[src/rtl/dsadc_pkg.sv]
package dsadc_pkg;

    localparam int RES_W       = 12;
    localparam int LEAD_ZEROS  = 4;
    localparam int HALF_LEN    = RES_W + LEAD_ZEROS;
    localparam int FRAME_LEN   = 2 * HALF_LEN;
    localparam int SAMPLE_EDGE = LEAD_ZEROS;
    localparam int CNT_W       = $clog2(FRAME_LEN + 1);

    typedef logic [CNT_W-1:0] edge_cnt_t;

    typedef struct packed {
        logic [RES_W-1:0] cha;
        logic [RES_W-1:0] chb;
    } sample_pair_t;

    // Bit placed on the line after falling edge k of a conversion.
    function automatic logic frame_bit(input edge_cnt_t k, input sample_pair_t p);
        int               kk;
        logic [RES_W-1:0] sh;
        kk = int'(k);
        frame_bit = 1'b0;
        if (kk > LEAD_ZEROS && kk <= HALF_LEN) begin
            sh = p.cha >> (HALF_LEN - kk);
            frame_bit = sh[0];
        end else if (kk > HALF_LEN + LEAD_ZEROS && kk <= FRAME_LEN) begin
            sh = p.chb >> (FRAME_LEN - kk);
            frame_bit = sh[0];
        end
    endfunction

endpackage

[src/rtl/dsadc_sync.sv]
module dsadc_sync #(
    parameter int   STAGES  = 2,
    parameter logic RST_VAL = 1'b1
) (
    input  logic clk,
    input  logic rst,
    input  logic d_in,
    output logic q,
    output logic fell
);
    logic [STAGES:0] chain;

    always_ff @(posedge clk) begin
        if (rst) chain <= {(STAGES+1){RST_VAL}};
        else     chain <= {chain[STAGES-1:0], d_in};
    end

    assign q    = chain[STAGES-1];
    assign fell = chain[STAGES] & ~chain[STAGES-1];
endmodule

[src/rtl/dsadc_frame_ctr.sv]
module dsadc_frame_ctr
    import dsadc_pkg::*;
(
    input  logic      clk,
    input  logic      rst,
    input  logic      cs_lvl,
    input  logic      cs_fell,
    input  logic      sclk_lvl,
    input  logic      sclk_fell,
    output edge_cnt_t edge_cnt,
    output logic      capture
);
    localparam edge_cnt_t LAST = edge_cnt_t'(FRAME_LEN);
    localparam edge_cnt_t SMP  = edge_cnt_t'(SAMPLE_EDGE);
    localparam edge_cnt_t ONE  = edge_cnt_t'(1);

    edge_cnt_t cnt_q, cnt_d;

    always_comb begin
        cnt_d = cnt_q;
        if (cs_lvl)
            cnt_d = '0;
        else if (cs_fell)
            cnt_d = sclk_lvl ? '0 : ONE;
        else if (sclk_fell)
            cnt_d = (cnt_q == LAST) ? ONE : cnt_q + ONE;
    end

    always_ff @(posedge clk) begin
        if (rst) cnt_q <= '0;
        else     cnt_q <= cnt_d;
    end

    assign edge_cnt = cnt_q;
    assign capture  = !cs_lvl && (cnt_d == SMP) && (cnt_q != SMP);

    p_cnt_bound_r5: assert property (@(posedge clk) disable iff (rst)
        cnt_q <= LAST);

    p_wrap_r5: assert property (@(posedge clk) disable iff (rst)
        (!cs_lvl && !cs_fell && sclk_fell && cnt_q == LAST) |=> (cnt_q == ONE));

    p_idle_clear_r1: assert property (@(posedge clk) disable iff (rst)
        cs_lvl |=> (cnt_q == '0));
endmodule

[src/rtl/dsadc_shifter.sv]
module dsadc_shifter
    import dsadc_pkg::*;
(
    input  logic         clk,
    input  logic         rst,
    input  logic         capture,
    input  logic         active,
    input  edge_cnt_t    edge_cnt,
    input  sample_pair_t smp,
    output logic         sdo
);
    sample_pair_t hold_q;

    always_ff @(posedge clk) begin
        if (rst)          hold_q <= '0;
        else if (capture) hold_q <= smp;
    end

    assign sdo = active ? frame_bit(edge_cnt, hold_q) : 1'b0;

    p_capture_r4: assert property (@(posedge clk) disable iff (rst)
        capture |=> (hold_q == $past(smp)));

    p_hold_r4: assert property (@(posedge clk) disable iff (rst)
        !capture |=> $stable(hold_q));
endmodule

[src/rtl/dsadc_emu.sv]
module dsadc_emu
    import dsadc_pkg::*;
#(
    parameter int SYNC_STAGES = 2
) (
    input  logic             clk,
    input  logic             rst,
    input  logic             cs_n,
    input  logic             sclk,
    input  logic [RES_W-1:0] smp_a,
    input  logic [RES_W-1:0] smp_b,
    output logic             sdo,
    output logic             sdo_oe
);
    logic         cs_lvl, cs_fell, sclk_lvl, sclk_fell, capture;
    edge_cnt_t    edge_cnt;
    sample_pair_t smp;

    assign smp.cha = smp_a;
    assign smp.chb = smp_b;

    dsadc_sync #(.STAGES(SYNC_STAGES), .RST_VAL(1'b1)) u_cs_sync (
        .clk(clk), .rst(rst), .d_in(cs_n), .q(cs_lvl), .fell(cs_fell));

    dsadc_sync #(.STAGES(SYNC_STAGES), .RST_VAL(1'b1)) u_sclk_sync (
        .clk(clk), .rst(rst), .d_in(sclk), .q(sclk_lvl), .fell(sclk_fell));

    dsadc_frame_ctr u_ctr (
        .clk(clk), .rst(rst), .cs_lvl(cs_lvl), .cs_fell(cs_fell),
        .sclk_lvl(sclk_lvl), .sclk_fell(sclk_fell),
        .edge_cnt(edge_cnt), .capture(capture));

    dsadc_shifter u_shf (
        .clk(clk), .rst(rst), .capture(capture), .active(!cs_lvl),
        .edge_cnt(edge_cnt), .smp(smp), .sdo(sdo));

    assign sdo_oe = !cs_lvl;

    p_quiet_r1: assert property (@(posedge clk) disable iff (rst)
        !sdo_oe |-> !sdo);

    p_lead_zero_r2: assert property (@(posedge clk) disable iff (rst)
        (edge_cnt >= edge_cnt_t'(1) && edge_cnt <= edge_cnt_t'(LEAD_ZEROS)) |-> !sdo);
endmodule

[config.mk]
export PLATFORM = sky130hd
export DESIGN_NAME = dsadc_emu
export DESIGN_NICKNAME = d
export VERILOG_FILES = /design/src/rtl/dsadc_pkg.sv /design/src/rtl/dsadc_sync.sv /design/src/rtl/dsadc_frame_ctr.sv /design/src/rtl/dsadc_shifter.sv /design/src/rtl/dsadc_emu.sv
export SDC_FILE = /design/constraint.sdc
export NUM_CORES = 1
export LEC_CHECK = 0
export ABC_AREA = 0
export ABC_CLOCK_PERIOD_IN_PS = 4400
export BUFFER_PORTS_ARGS = -buffer_cell sky130_fd_sc_hd__clkbuf_2
export CORE_MARGIN = 4
export CORE_UTILIZATION = 24
export DETAILED_ROUTE_END_ITERATION = 6
export GPL_TIMING_DRIVEN = 0
export PLACE_DENSITY_LB_ADDON = 0.05
export SLEW_MARGIN = 0
export SYNTH_ARGS = -nofsm -noshare
export SYNTH_HDL_FRONTEND = slang
export SYNTH_SLANG_ARGS = --single-unit
[constraint.sdc]
create_clock -name clk -period 4.4 [get_ports clk]
set_input_delay 0.22 -clock clk [delete_from_list [all_inputs] [get_ports clk]]
set_output_delay 0.22 -clock clk [all_outputs]
set_load 0.02 [all_outputs]
==> results.sh <==
export IMPL_timing_fmax_mhz=321
export IMPL_overflow=0
export IMPL_cp_required_ns=4.18
export IMPL_cts_tree="built"
export IMPL_syn_inst=195
export IMPL_antenna_found_initial=0
export IMPL_io_pins=30
export IMPL_synth_adder_area_share_pct=1.30
export IMPL_clkTransAtPathRegs_ns=0.07
export IMPL_synth_top_family_by_area="simple AND/OR/NAND/NOR gates"
export IMPL_core_mm2=0.00777
export IMPL_layout_common_cells="nand2b_1, dfxtp_1, clkbuf_2"
export IMPL_avgSynthCellArea_um2=9.86
export IMPL_vdd_drop_max_mv=0.0799
export IMPL_cts_sinks=36
export IMPL_syn_area_mm2=0.00192
export IMPL_post_cts_buffers=0
export IMPL_synth_nets=225
export IMPL_fillers=875
export IMPL_hold_path_class="primary input to flip-flop"
export IMPL_ff_latch_area_um2=721
export IMPL_finalCritPeriodShare_pct=70.8
export IMPL_wl_per_cell_um=13.2
export IMPL_critPathCaptureType="primary output"
export IMPL_synth_compound_area_share_pct=5.53
export IMPL_setup_viol=0
export IMPL_detail_route_antenna_nets=0
export IMPL_cp_start_kind="flip-flop"
export IMPL_finalSetupTns_ns=0
export IMPL_cts_hold_buffers=0
export IMPL_yosys_area_share_simple_pct=27.9
export IMPL_clk_insertion_delay_late_ns=0.29
export IMPL_fin_skew_ns=0.00457
export IMPL_first_pass_iters=4
export IMPL_die_w_um=97.5
export IMPL_finalHoldViolCount=0
export IMPL_die_area_mm2=0.00950
export IMPL_cts_repair_resized=0
export IMPL_initial_core_util_pct=24.7
export IMPL_maxSlewViolCount=0
export IMPL_synth_xor_area_share_pct=2.28
export IMPL_status="finished clean"
export IMPL_synthMuxAreaShare_pct=20.6
export IMPL_grt_setup_unrepaired="false"
export IMPL_grt_first_pass_wirelength_mm=7.46
export IMPL_grt_usage_pct=10.0
export IMPL_area_growth_pct=18.6
export IMPL_pre_cts_slack_ns=1.50
export IMPL_vias_per_cell=4.23
export IMPL_layout_setup_ws_ns=1.28
export IMPL_num_vias=1410
export IMPL_gp_congestion=0.727
export IMPL_multi_input_area_mm2=0.00111
export IMPL_clk_path_buf_depth=2
export IMPL_worstPathArrival_ns=2.90
export IMPL_yosys_warnings=0
export IMPL_maxCapViolations=0
export IMPL_tightest_slew_ns=0.619
export IMPL_synth_cell_types=31
export IMPL_numCtsBuffers=5
export IMPL_drt_iter0_drc=22
export IMPL_grt_max_degree=11
export IMPL_portBuffers=28
export IMPL_grt_pass1_vias=1497
export IMPL_htree_levels=2
export IMPL_final_nets=260
export IMPL_num_antenna_cells=0
export IMPL_final_common_cell="nand2b_1"
export IMPL_path_class="flip-flop to primary output"
export IMPL_dp_hpwl_mm=3.27
export IMPL_p_leak_nw=1.00
export IMPL_finalCriticalPeriod_ns=3.12
export IMPL_drive_gt1_share_pct=23.8
export IMPL_dieHeight_um=97.5
export IMPL_rows=32
export IMPL_drc=0
export IMPL_cts_root_buf="clkbuf_8"
export IMPL_powerDensity_mw_per_mm2=269
export IMPL_slew_headroom_pct=58.1
export IMPL_cp_max_fo=10
export IMPL_wirelength_mm=4.41
export IMPL_synth_seq_area_share_pct=37.5
export IMPL_synth_seq_cells=36
cell usage after synthesis, drive strengths merged:
| cell type | number | share of area, % |
|---|---|---|
| o311a | 1 | 0.52 |
| nand2b | 52 | 17 |
| ha | 2 | 1.3 |
| or3b | 1 | 0.59 |
| or2 | 6 | 2.0 |
| inv | 5 | 0.98 |
| a21oi | 3 | 0.78 |
| a22o | 1 | 0.46 |
| or3 | 2 | 0.65 |
| nand2 | 3 | 0.59 |
| nor3 | 5 | 1.3 |
| o21a | 1 | 0.39 |
| nand4 | 4 | 2.1 |
| a2111oi | 2 | 0.91 |
| buf | 6 | 2.5 |
| mux2i | 26 | 14 |
| o311ai | 1 | 0.46 |
| a31oi | 1 | 0.33 |
| o21ai | 4 | 1.2 |
| mux4 | 6 | 7.0 |
| clkbuf | 7 | 1.4 |
| xor2 | 5 | 2.3 |
| dfxtp | 36 | 37 |
| nor2b | 3 | 0.98 |
| nor4bb | 1 | 0.52 |
| nor2 | 8 | 1.6 |
| a211o | 1 | 0.46 |
| nand3b | 2 | 0.78 |
metrics by stage:
step	hold WS [ns]	cell area, µm²	power [W]	cells	utilization, %
finish	0.108	2280	0.000613	333	29.3
global placement	0.398	2190	0.000376	325	28.2
detailed placement	0.399	2190	0.000376	325	28.2
global route	0.0919	2280	0.000641	333	29.3
CTS	0.102	2280	0.000624	333	29.3
floorplan	0.324	1920	0.000357	195	-
sequential cells by signal (all words and copies together), names as in the netlist:
name               cells
u_shf.hold_q          24
u_cs_sync.chain        3
u_ctr.edge_cnt         6
u_sclk_sync.chain      3
cell families (layout without fill, tap and decap cells):
logic type | Yosys count | count (layout)
xor gates and xnor gates | 5 | 5
and+or+nand+nor | 87 | 87
DFF | 36 | 36
adders and majority gates | 2 | 2
buffers and inverters | 18 | 54
AOI/OAI and AO/OA | 15 | 15
muxes | 32 | 32
area by class of cell:
cell class | count | share of cell area [%]
Buffer | 13 | 3.29
Clock buffer | 8 | 3.95
Inverter | 5 | 0.823
Multi-Input combinational cell | 141 | 48.6
Sequential cell | 36 | 31.6
Tap cell | 102 | 5.60
Timing Repair Buffer | 28 | 6.15
layer usage:
layer / vias to the layer above / share of wire (%) / wire, µm / global-route usage (%)
met5: - / 0 / 0 / 0
met3: 2 / 3.3 / 146 / 3.30
met4: 0 / 0.89 / 39 / 3.19
met1: 652 / 49 / 2160 / 12.7
met2: 21 / 47 / 2060 / 16.1
li1: 735 / - / - / -
power breakdown:
group	internal [W]	leakage [nW]	switching (W)
logic	0.0000212	0.667	0.0000157
clock network	0.000128	0.0455	0.000118
registers	0.000328	0.291	0.00000218
worst paths after layout:
path	from	end	slack [ns]	cells past startpoint
setup / recovery	u_ctr.edge_cnt[0]$_SDFF_PP0_	sdo	1.28	9
hold / removal	sclk	u_sclk_sync.chain[0]$_SDFF_PP1_	0.11	2
setup reg to reg	u_ctr.edge_cnt[0]$_SDFF_PP0_	u_shf.hold_q[21]$_SDFFE_PP0P_	1.66	9
hold reg to reg	u_sclk_sync.chain[0]$_SDFF_PP1_	u_sclk_sync.chain[1]$_SDFF_PP1_	0.41	1
worst max-delay path, stage by stage (launching register included):
cell and delay [ns]:
dfxtp_1 0.34, buf_2 0.24, inv_1 0.09, ha_1 0.25
or3b_4 0.41, nor3_1 0.38, a21oi_1 0.09, a2111oi_0 0.42
a22o_1 0.21, clkbuf_2 0.17
Note: power is estimated with default switching activity, not from simulation.
